`config.mk`:
```
export PLATFORM = sky130hd
export DESIGN_NAME = trace_region_walker
export DESIGN_NICKNAME = d
export VERILOG_FILES = /design/src/rtl/trw_pkg.sv /design/src/rtl/trw_entry_decode.sv /design/src/rtl/trw_status.sv /design/src/rtl/trw_walker.sv /design/src/rtl/trace_region_walker.sv
export SDC_FILE = /design/constraint.sdc
export NUM_CORES = 1
export LEC_CHECK = 0
export BUFFER_PORTS_ARGS = -buffer_cell sky130_fd_sc_hd__buf_2
export CAP_MARGIN = 0
export CELL_PAD_IN_SITES_DETAIL_PLACEMENT = 1
export CELL_PAD_IN_SITES_GLOBAL_PLACEMENT = 2
export CORE_ASPECT_RATIO = 0.9
export CORE_UTILIZATION = 28
export CTS_CLUSTER_DIAMETER = 40
export DETAILED_ROUTE_END_ITERATION = 10
export HOLD_SLACK_MARGIN = 0.02
export PLACE_DENSITY = 0.89
export RECOVER_POWER = 100
export SYNTH_ARGS = -nofsm -noshare
export SYNTH_HDL_FRONTEND = slang
export SYNTH_HIERARCHICAL = 1
export SYNTH_SLANG_ARGS = --single-unit
```
`constraint.sdc`:
```
create_clock -name clk -period 4.4 [get_ports clk]
set_clock_uncertainty 0.15 [all_clocks]
set_input_delay 0.44 -clock clk [delete_from_list [all_inputs] [get_ports clk]]
set_output_delay 0.44 -clock clk [all_outputs]
set_load 0.02 [all_outputs]
```
`src/rtl/trw_pkg.sv`:
```
package trw_pkg;
  localparam int IDX_W    = 25;
  localparam int OFF_W    = 32;
  localparam int ENT_END  = 0;
  localparam int ENT_INT  = 2;
  localparam int ENT_STOP = 4;
  localparam int ORDER_LO = 6;
  localparam int PAGE_LO  = 12;

  localparam logic [1:0] SEL_CTRL = 2'd0;
  localparam logic [1:0] SEL_BASE = 2'd1;
  localparam logic [1:0] SEL_POS  = 2'd2;
  localparam logic [1:0] SEL_STAT = 2'd3;

  typedef enum logic [1:0] {
    W_IDLE   = 2'd0,
    W_REQ    = 2'd1,
    W_WAIT   = 2'd2,
    W_STREAM = 2'd3
  } walk_state_t;
endpackage

```
`src/rtl/trw_entry_decode.sv`:
```
module trw_entry_decode
  import trw_pkg::*;
#(
  parameter int ADDR_W     = 40,
  parameter int PAGE_SHIFT = 12
) (
  input  logic [63:0]       raw,
  output logic              is_end,
  output logic              want_irq,
  output logic              want_stop,
  output logic              malformed,
  output logic [ADDR_W-1:0] region_base,
  output logic [OFF_W:0]    region_size
);
  localparam int PG_W = ADDR_W - PAGE_SHIFT;

  logic [3:0]      order;
  logic [PG_W-1:0] page;
  logic [4:0]      reserved;
  logic            high_nz;
  logic            too_big;

  assign order       = raw[ORDER_LO +: 4];
  assign page        = raw[PAGE_LO +: PG_W];
  assign is_end      = raw[ENT_END];
  assign want_irq    = raw[ENT_INT];
  assign want_stop   = raw[ENT_STOP];
  assign reserved    = {raw[11:10], raw[5], raw[3], raw[1]};
  assign region_base = {page, {PAGE_SHIFT{1'b0}}};
  assign too_big     = (PAGE_SHIFT + int'(order)) >= OFF_W;
  assign region_size = (OFF_W+1)'(1) << (PAGE_SHIFT + int'(order));

  generate
    if (PAGE_LO + PG_W < 64) begin : g_high
      assign high_nz = |raw[63:PAGE_LO+PG_W];
    end else begin : g_nohigh
      assign high_nz = 1'b0;
    end
  endgenerate

  assign malformed = (|reserved) || high_nz || too_big;
endmodule

```
`src/rtl/trw_status.sv`:
```
module trw_status (
  input  logic       clk,
  input  logic       rst_n,
  input  logic       sw_we,
  input  logic [2:0] sw_data,
  input  logic       set_stop,
  input  logic       set_err,
  input  logic       set_lost,
  input  logic       fire_irq,
  output logic       stopped,
  output logic       error,
  output logic       lost,
  output logic       irq
);
  always_ff @(posedge clk) begin
    if (!rst_n) begin
      stopped <= 1'b0;
      error   <= 1'b0;
      lost    <= 1'b0;
      irq     <= 1'b0;
    end else begin
      stopped <= (sw_we ? sw_data[0] : stopped) | set_stop;
      error   <= (sw_we ? sw_data[1] : error)   | set_err;
      lost    <= (sw_we ? sw_data[2] : lost)    | set_lost;
      irq     <= fire_irq;
    end
  end
endmodule

```
`src/rtl/trw_walker.sv`:
```
module trw_walker
  import trw_pkg::*;
#(
  parameter int ADDR_W     = 40,
  parameter int PAGE_SHIFT = 12
) (
  input  logic              clk,
  input  logic              rst_n,
  input  logic              enable,
  input  logic              halted,
  input  logic              cfg_base_we,
  input  logic              cfg_pos_we,
  input  logic [63:0]       cfg_wdata,
  output logic              ent_req_valid,
  input  logic              ent_req_ready,
  output logic [ADDR_W-1:0] ent_req_addr,
  input  logic              ent_rsp_valid,
  input  logic              dec_end,
  input  logic              dec_irq,
  input  logic              dec_stop,
  input  logic              dec_bad,
  input  logic [ADDR_W-1:0] dec_base,
  input  logic [OFF_W:0]    dec_size,
  input  logic              in_valid,
  output logic              in_ready,
  input  logic [7:0]        in_byte,
  output logic              mem_wr_valid,
  input  logic              mem_wr_ready,
  output logic [ADDR_W-1:0] mem_wr_addr,
  output logic [7:0]        mem_wr_data,
  output logic [ADDR_W-1:0] table_base,
  output logic [IDX_W-1:0]  index,
  output logic [OFF_W-1:0]  offset,
  output logic              idle,
  output logic              ev_stop,
  output logic              ev_err,
  output logic              ev_irq,
  output logic              ev_lost
);
  walk_state_t       state_q;
  logic [ADDR_W-1:0] base_q, rbase_q;
  logic [IDX_W-1:0]  index_q;
  logic [OFF_W-1:0]  offset_q;
  logic [OFF_W:0]    rsize_q;
  logic              rint_q, rstop_q;
  logic              cfg_ok, dropping, streaming, wr_fire, at_end, rsp_live;

  always_comb begin
    cfg_ok        = !enable && (state_q == W_IDLE);
    dropping      = !enable || halted;
    streaming     = (state_q == W_STREAM) && !dropping;
    mem_wr_valid  = streaming && in_valid;
    in_ready      = dropping || (streaming && mem_wr_ready);
    wr_fire       = mem_wr_valid && mem_wr_ready;
    at_end        = ({1'b0, offset_q} + (OFF_W+1)'(1)) == rsize_q;
    rsp_live      = (state_q == W_WAIT) && ent_rsp_valid && !dropping;
    ev_err        = rsp_live && (dec_bad || (dec_end && index_q == '0) ||
                    (!dec_end && ({1'b0, offset_q} >= dec_size)));
    ev_irq        = wr_fire && at_end && rint_q;
    ev_stop       = wr_fire && at_end && rstop_q;
    ev_lost       = in_valid && dropping;
    ent_req_valid = (state_q == W_REQ);
    ent_req_addr  = base_q + ADDR_W'({index_q, 3'b000});
    mem_wr_addr   = rbase_q + ADDR_W'(offset_q);
    mem_wr_data   = in_byte;
    table_base    = base_q;
    index         = index_q;
    offset        = offset_q;
    idle          = (state_q == W_IDLE);
  end

  always_ff @(posedge clk) begin
    if (!rst_n) begin
      state_q  <= W_IDLE;
      base_q   <= '0;
      rbase_q  <= '0;
      index_q  <= '0;
      offset_q <= '0;
      rsize_q  <= '0;
      rint_q   <= 1'b0;
      rstop_q  <= 1'b0;
    end else begin
      if (cfg_ok && cfg_base_we) base_q <= {cfg_wdata[ADDR_W-1:3], 3'b000};
      if (cfg_ok && cfg_pos_we) begin
        index_q  <= cfg_wdata[7 +: IDX_W];
        offset_q <= cfg_wdata[63:32];
      end
      unique case (state_q)
        W_IDLE:   if (enable && !halted) state_q <= W_REQ;
        W_REQ:    if (ent_req_ready) state_q <= W_WAIT;
        W_WAIT: begin
          if (ent_rsp_valid) begin
            if (dropping || ev_err) begin
              state_q <= W_IDLE;
            end else if (dec_end) begin
              base_q  <= dec_base;
              index_q <= '0;
              state_q <= W_REQ;
            end else begin
              rbase_q <= dec_base;
              rsize_q <= dec_size;
              rint_q  <= dec_irq;
              rstop_q <= dec_stop;
              state_q <= W_STREAM;
            end
          end
        end
        W_STREAM: begin
          if (dropping) begin
            state_q <= W_IDLE;
          end else if (wr_fire) begin
            if (at_end && rstop_q) begin
              offset_q <= offset_q + 1'b1;
              state_q  <= W_IDLE;
            end else if (at_end) begin
              offset_q <= '0;
              index_q  <= index_q + 1'b1;
              state_q  <= W_REQ;
            end else begin
              offset_q <= offset_q + 1'b1;
            end
          end
        end
        default: state_q <= W_IDLE;
      endcase
    end
  end

  a_r3_req_hold: assert property (@(posedge clk) disable iff (!rst_n)
    (ent_req_valid && !ent_req_ready) |=> (ent_req_valid && $stable(ent_req_addr)));

  a_r4_offset_in_region: assert property (@(posedge clk) disable iff (!rst_n)
    (state_q == W_STREAM) |-> ({1'b0, offset_q} < rsize_q));

  a_r6_chain_resets_index: assert property (@(posedge clk) disable iff (!rst_n)
    (rsp_live && dec_end && !ev_err) |=> (index_q == '0 && state_q == W_REQ));
endmodule

```
`src/rtl/trace_region_walker.sv`:
```
module trace_region_walker
  import trw_pkg::*;
#(
  parameter int ADDR_W     = 40,
  parameter int PAGE_SHIFT = 12
) (
  input  logic              clk,
  input  logic              rst_n,
  input  logic              cfg_we,
  input  logic [1:0]        cfg_sel,
  input  logic [63:0]       cfg_wdata,
  output logic              trace_enable,
  output logic [ADDR_W-1:0] table_base,
  output logic [63:0]       position,
  output logic              stat_stopped,
  output logic              stat_error,
  output logic              stat_lost,
  output logic              walker_idle,
  output logic              irq,
  input  logic              in_valid,
  output logic              in_ready,
  input  logic [7:0]        in_byte,
  output logic              ent_req_valid,
  input  logic              ent_req_ready,
  output logic [ADDR_W-1:0] ent_req_addr,
  input  logic              ent_rsp_valid,
  input  logic [63:0]       ent_rsp_data,
  output logic              mem_wr_valid,
  input  logic              mem_wr_ready,
  output logic [ADDR_W-1:0] mem_wr_addr,
  output logic [7:0]        mem_wr_data
);
  logic              enable_q;
  logic              d_end, d_irq, d_stop, d_bad;
  logic [ADDR_W-1:0] d_base;
  logic [OFF_W:0]    d_size;
  logic [IDX_W-1:0]  cur_index;
  logic [OFF_W-1:0]  cur_offset;
  logic              e_stop, e_err, e_irq, e_lost;

  always_ff @(posedge clk) begin
    if (!rst_n)                              enable_q <= 1'b0;
    else if (cfg_we && cfg_sel == SEL_CTRL)  enable_q <= cfg_wdata[0];
  end

  assign trace_enable = enable_q;
  assign position     = {cur_offset, cur_index, 7'h7f};

  trw_entry_decode #(.ADDR_W(ADDR_W), .PAGE_SHIFT(PAGE_SHIFT)) u_dec (
    .raw(ent_rsp_data), .is_end(d_end), .want_irq(d_irq), .want_stop(d_stop),
    .malformed(d_bad), .region_base(d_base), .region_size(d_size)
  );

  trw_walker #(.ADDR_W(ADDR_W), .PAGE_SHIFT(PAGE_SHIFT)) u_walk (
    .clk(clk), .rst_n(rst_n), .enable(enable_q), .halted(stat_stopped || stat_error),
    .cfg_base_we(cfg_we && cfg_sel == SEL_BASE), .cfg_pos_we(cfg_we && cfg_sel == SEL_POS),
    .cfg_wdata(cfg_wdata),
    .ent_req_valid(ent_req_valid), .ent_req_ready(ent_req_ready), .ent_req_addr(ent_req_addr),
    .ent_rsp_valid(ent_rsp_valid),
    .dec_end(d_end), .dec_irq(d_irq), .dec_stop(d_stop), .dec_bad(d_bad),
    .dec_base(d_base), .dec_size(d_size),
    .in_valid(in_valid), .in_ready(in_ready), .in_byte(in_byte),
    .mem_wr_valid(mem_wr_valid), .mem_wr_ready(mem_wr_ready),
    .mem_wr_addr(mem_wr_addr), .mem_wr_data(mem_wr_data),
    .table_base(table_base), .index(cur_index), .offset(cur_offset), .idle(walker_idle),
    .ev_stop(e_stop), .ev_err(e_err), .ev_irq(e_irq), .ev_lost(e_lost)
  );

  trw_status u_stat (
    .clk(clk), .rst_n(rst_n), .sw_we(cfg_we && cfg_sel == SEL_STAT), .sw_data(cfg_wdata[2:0]),
    .set_stop(e_stop), .set_err(e_err), .set_lost(e_lost), .fire_irq(e_irq),
    .stopped(stat_stopped), .error(stat_error), .lost(stat_lost), .irq(irq)
  );

  a_r8_irq_pulse: assert property (@(posedge clk) disable iff (!rst_n)
    irq |=> !irq);

  a_r7_stop_follows_write: assert property (@(posedge clk) disable iff (!rst_n)
    ($rose(stat_stopped) && !$past(cfg_we && cfg_sel == SEL_STAT))
      |-> $past(mem_wr_valid && mem_wr_ready));

  a_r11_lost_on_drop: assert property (@(posedge clk) disable iff (!rst_n)
    (in_valid && !trace_enable) |=> stat_lost);

  a_r12_quiet_when_disabled: assert property (@(posedge clk) disable iff (!rst_n)
    (!trace_enable && $past(!trace_enable)) |-> !(mem_wr_valid && mem_wr_ready));
endmodule

```
* After elaboration in Yosys (flattened, before gate mapping)
Cells that the tools add are included.
** Cells by class
- Add/sub/neg operators :: 6
- Multiply operators :: 0
- Div/mod/pow operators :: 0
- $lt $le $gt $ge :: 2
- Equality and inequality tests :: 12
- Shift-type cells :: 1
- Muxes and demuxes :: 33
- Bitwise logic cells :: 5
- Reduce and logical (&&, ||, !) cells :: 41
** Operator list (count)
- 25-bit two-way mux :: 8
- 40-bit two-way mux :: 5
- 32-bit two-way mux :: 6
- 25-bit case mux with 2 select lines :: 1
- 40-bit by 28-bit adder with 40-bit output :: 1
- 40-bit by 32-bit adder with 40-bit output :: 1
- 32-bit by 1-bit adder with 33-bit output, second input constant :: 1
- 33-bit == test :: 1
- 32-bit by 33-bit greater-or-equal comparator with 1-bit output :: 1
- 1-bit by 32-bit << shifter with 33-bit output, first input constant :: 1
- 32-bit by 1-bit adder with 32-bit output, second input constant :: 1
- 25-bit by 1-bit adder with 25-bit output, second input constant :: 1
- 25-bit zero test :: 1
- 24-bit OR reduction :: 1
- 1-bit logical AND :: 22
- 2-bit two-way mux :: 9
- 2-bit == test, second input constant :: 4
- 1-bit logical OR :: 8
- 2-bit case mux with 4 select lines :: 1
- 5-bit by 6-bit greater-or-equal comparator with 1-bit output, second input constant :: 1
- 4-bit by 4-bit adder with 5-bit output, first input constant :: 1
- 5-bit AND reduction :: 1
- 5-bit OR reduction :: 1
- 2-bit by 1-bit == test with 1-bit output, second input constant :: 2
- other kinds (10) :: 20
** Word-level totals
- Register bits after elaboration :: 167
- Latch bits :: 0
- Bits in writable memories :: 0
- ROM bits :: 0
- Bits of input ports :: 145
- Output and inout port bits :: 201
- Memories :: 0

* Longest topological paths before layout
- Depth after elaboration :: 10
- Mapped depth :: 19

* Modules after synthesis
The synthesis kept the hierarchy.
** By module, submodules not included
- trw_walker :: times used 1, cells each 1684, area each 13013.7 sq um, sequential area each 3483.3 sq um
- trw_entry_decode :: times used 1, cells each 105, area each 633.1 sq um, sequential area each 0.0 sq um
- trw_status :: times used 1, cells each 11, area each 142.6 sq um, sequential area each 80.1 sq um
- trace_region_walker :: times used 1, cells each 18, area each 137.6 sq um, sequential area each 20.0 sq um

* Least setup slack after synthesis
Ideal clock, no wire load.
- Kind :: input to register
- From :: input port ent_rsp_data[8]
- To :: register u_walk.rbase_q[21]
- Setup time :: 0.128 ns
- Data arrival time :: 4.249 ns
- Required time :: 4.122 ns
- Slack :: -0.127 ns
- Cell stages on the path :: 17
- Cells stage by stage :: inv_1 > ha_1 > or3b_1 > nor2_1 > ha_1 > nand2b_1 > a21o_1 > a2111oi_0 > o21ai_0 > a221oi_1 > o211ai_1 > a32o_1 > nor4_1 > clkbuf_1 > buf_1 > mux2i_1 > nor2_1
** Between the ends
- Longest elaborated chain between the ends :: 9
- Elaborated cells between the ends (all ways) :: 12
- Those cells by class :: 1 x add/sub; 2 x order compare; 1 x shift; 1 x bitwise; 7 x reduce/logical
** Ends and longest elaborated chain
- from (decl) :: RTL line trace_region_walker.sv:27 : input logic [63:0] ent_rsp_data,
- 4-bit by 4-bit adder with 5-bit output :: RTL line trw_entry_decode.sv:31 : assign region_size = (OFF_W+1)'(1) << (PAGE_SHIFT + int'(order));
- 1-bit by 32-bit << shifter with 33-bit output :: RTL line trw_entry_decode.sv:31
- net d_size[0] :: RTL line trace_region_walker.sv:36 : logic [OFF_W:0] d_size;
- 32-bit by 33-bit greater-or-equal comparator with 1-bit output :: RTL line trw_walker.sv:58 : (!dec_end && ({1'b0, offset_q} >= dec_size)));
- 1-bit logical AND :: RTL line trw_walker.sv:58
- 1-bit logical OR :: RTL line trw_walker.sv:57 : ev_err = rsp_live && (dec_bad || (dec_end && index_q == '0) ||
- 1-bit logical AND :: RTL line trw_walker.sv:57
- 1-bit logical OR :: RTL line trw_walker.sv:93 : if (dropping || ev_err) begin
- 1-bit inverter (no source line)
- 4-bit AND reduction (no source line)
- to (signal assigned) :: RTL line trw_walker.sv:100 : rbase_q <= dec_base;
- to (decl) :: RTL line trw_walker.sv:41 : logic [ADDR_W-1:0] base_q, rbase_q;
The timed path passes the listed nets, and every way through them passes these cells.
A chain may end at the register's enable or synchronous reset.

* Worst setup path after layout
- From :: register u_walk.base_q[4] (netlist: u_walk/table_base[4])
- To :: output port ent_req_addr[38]
** Between the ends
- Longest elaborated chain between the ends :: 1
** Ends and longest elaborated chain
- from (decl) :: RTL line trw_walker.sv:41
- from (signal assigned) :: RTL line trw_walker.sv:83 : if (cfg_ok && cfg_base_we) base_q <= {cfg_wdata[ADDR_W-1:3], 3'b000};
- from (signal assigned) :: RTL line trw_walker.sv:96 : base_q <= dec_base;
- 40-bit by 28-bit adder with 40-bit output :: RTL line trw_walker.sv:63 : ent_req_addr = base_q + ADDR_W'({index_q, 3'b000});
- to (decl) :: RTL line trace_region_walker.sv:25 : output logic [ADDR_W-1:0] ent_req_addr,
Every way passes these cells.

==> flow_metrics.env <==
export IMPL_end_kind="output pin"
export IMPL_final_setup_tns_ps=0
export IMPL_grt_max_degree=94
export IMPL_grt_pass1_wl_mm=94.6
export IMPL_gp_congestion=0.927
export IMPL_final_common_cell="nor2_1"
export IMPL_yosysUniqueCellTypes=91
export IMPL_dieArea_um2=50600
export IMPL_syn_avg_cell_area_um2=7.66
export IMPL_power_density_nw_per_um2=244
export IMPL_rows=77
export IMPL_core_area_um2=49100
export IMPL_fillers=6092
export IMPL_crit_path_max_incr_delay_ps=470
export IMPL_io_pin_count=346
export IMPL_rsz0062_at_grt="true"
export IMPL_critPathMaxFanout=6
export IMPL_cp_endpoint="ent_req_addr[38]"
export IMPL_yosys_most_used_dff="dfxtp_1"
export IMPL_fin_nets=2409
export IMPL_post_drt_wl_per_cell_um=22.8
export IMPL_post_place_ws_ps=-117
export IMPL_final_cell_mix="248 x nor2_1, 219 x buf_2, 182 x nand2_1"
export IMPL_power_w=0.00426
export IMPL_yosys_top_cells_area="dfxtp_1 26%, ha_1 8.4%, nor2_1 6.7%"
export IMPL_fin_util_pct=35.6
export IMPL_syn_inst=1818
export IMPL_timing_rr_start="u_walk/offset[2]"
export IMPL_cts_sinks=179
export IMPL_track_usage_pct=24.7
export IMPL_dieWidth_um=237
export IMPL_start_kind="register"
export IMPL_max_freq_mhz=228
export IMPL_initial_utilization_pct=28.3
export IMPL_rrSetupSlack_ps=160
export IMPL_drtIter0Drc=1026
export IMPL_slowest_stage="o41a_1"
export IMPL_async_flop_share_pct=0
export IMPL_synth_largest_area_cell="dfxtp_1"
export IMPL_syn_area_um2=13900
export IMPL_grt_pass1_vias=15544
export IMPL_yosysWarningCount=6
export IMPL_worst_skew_pair_late_latency_ps=470
export IMPL_fin_hold_ws_ps=60.6
export IMPL_ant_nets=0
export IMPL_multiInputGateArea_um2=9600
export IMPL_fin_ws_ps=17.3
export IMPL_maxSlewViolCount=0
export IMPL_path_class="reg -> out"
export IMPL_dr_pass1_iters=5
export IMPL_cts_buffers=17
export IMPL_drive_above_1_share_pct=21.6
export IMPL_globalRouteOverflowTotal=0
export IMPL_rr_worst_depth=13
export IMPL_vias_per_cell=5.43
export IMPL_synth_top_area_share_pct=25.7
export IMPL_fin_crit_ps=4380
export IMPL_route_detailed_drc=0
export IMPL_wirelength_mm=64.2
export IMPL_crit_arrival_ps=3790
export IMPL_period_share_pct=99.6
export IMPL_clk_pin_slew_ps=70
export IMPL_relSlewSlack_pct=12.1
export IMPL_setup_viol=0
export IMPL_crit_required_ps=3810
export IMPL_ys_ff_latch=179
export IMPL_maxCapViolations=0
export IMPL_cts_tree="done"
export IMPL_cts_hold_buf=0
export IMPL_die_h_um=214
export IMPL_r2r_end="u_walk/index[8]"
export IMPL_startpoint="u_walk/table_base[4]"
export IMPL_synthToLayoutAreaGrowth_pct=25.6
export IMPL_synth_edf_count=0
export IMPL_vias=15306
export IMPL_cts_buffer_depth=2
export IMPL_ir_worst_vdd_v=0.000287
export IMPL_finalHoldViolCount=0
export IMPL_worst_pin_slew_ps=1320
export IMPL_dp_hpwl_mm=50.5
export IMPL_status="complete, no violations"
export IMPL_antenna_found_initial=9
export IMPL_min_path_type="in -> reg"
export IMPL_path_cells="ha_4, a211o_1, a2111o_1, a31oi_4, o21ai_4, a221o_1, a41o_1, o21a_1, o41a_1, nand4_1, xnor2_1, buf_4"
export IMPL_io_buffers=322
export IMPL_seq_area_frac_synth_pct=25.7
export IMPL_root_buffer="clkbuf_16"
export IMPL_cts_htree_levels=4
export IMPL_p_leak_nw=7.23
export IMPL_seq_area_um2=3600
==> kinds of logic (layout without fill, tap and decap cells) <==
group | after synthesis | count (layout) | synth area share, %
DFF | 179 | 179 | 25.7
other | 2 | 25 | 0.0539
buffers and inverters | 237 | 583 | 8.26
xor gates and xnor gates | 109 | 109 | 6.96
muxes | 82 | 82 | 5.93
and+or+nand+nor | 704 | 704 | 24.2
adders and majority gates | 95 | 95 | 8.64
AOI/OAI and AO/OA | 410 | 410 | 20.2
==> cell usage after synthesis (26+ instances only) <==
library cell    n
nor2_1        248
nand2_1       182
dfxtp_1       179
a21oi_1       101
ha_1           93
inv_1          89
mux2i_1        78
xnor2_1        76
clkbuf_1       69
buf_4          63
o21ai_0        63
nor3_1         45
nand3_1        42
a311oi_1       40
a21o_1         37
xor2_1         32
nand4_1        28
nor4_1         26
==> state kept, by name, summed over array words and instances, names as in the netlist <==
name,flops
u_walk/rbase_q,40
u_walk/rstop_q,1
trace_enable,1
u_walk/table_base,40
u_stat/error,1
u_walk/index,25
u_walk/state_q,2
u_walk/rsize_q,33
u_stat/irq,1
u_stat/lost,1
u_walk/offset,32
u_walk/rint_q,1
u_stat/stopped,1
==> layout make-up <==
cell class,count,share of cell area [%]
Clock buffer,22,2.77
Clock inverter,10,0.579
Timing Repair Buffer,461,14.6
Antenna cell,5,0.0715
Sequential cell,179,20.6
Multi-Input combinational cell,1420,54.9
Inverter,90,1.97
Tap cell,632,4.52
==> worst min-delay path by stage <==
stage                                    to              start  depth (start not counted)
after global placement        u_walk/rint_q      u_walk/rint_q                          2
after floorplan               u_walk/rint_q      u_walk/rint_q                          2
after CTS                   u_walk/index[4]      cfg_wdata[11]                          3
after global routing        u_walk/index[4]      cfg_wdata[11]                          3
after detailed placement  u_walk/rbase_q[9]  u_walk/rbase_q[9]                          2
final                       u_walk/index[4]      cfg_wdata[11]                          3
==> metal layers <==
layer / track usage (%) / part of all wire [%]
met1: 33.6 / 47
met2: 39.8 / 45
met3: 3.96 / 5.2
met4: 8.14 / 2.6
met5: 0 / 0.062
==> report_power, final <==
part	leakage, nW	internal [W]	switching (W)
Sequential	1.45	0.00167	0.0000602
Clock	0.279	0.000844	0.000756
Combinational	5.50	0.000337	0.000598
Total	7.23	0.00285	0.00141
==> stage by stage <==
stage,area [µm²],instances
6_report,17500,2819
3_3_place_gp,16600,2767
4_1_cts,17400,2805
3_5_place_dp,16600,2767
5_1_grt,17500,2817
2_1_floorplan,14000,1836
==> what timing repair did <==
item                       CTS  global route
buffers inserted             6             9
setup endpoints to repair   28            24
pin swaps                   24            35
resized for setup           36            42
==> critical path: cells and delay by family (launching register included) <==
family	cells	cell delay (ps)
AOI/OAI and AO/OA	8	2270
buffers and inverters	1	170
xor gates and xnor gates	1	130
DFF	1	340
adders and majority gates	1	240
and+or+nand+nor	1	170
Power figures use the tool's default switching activity.
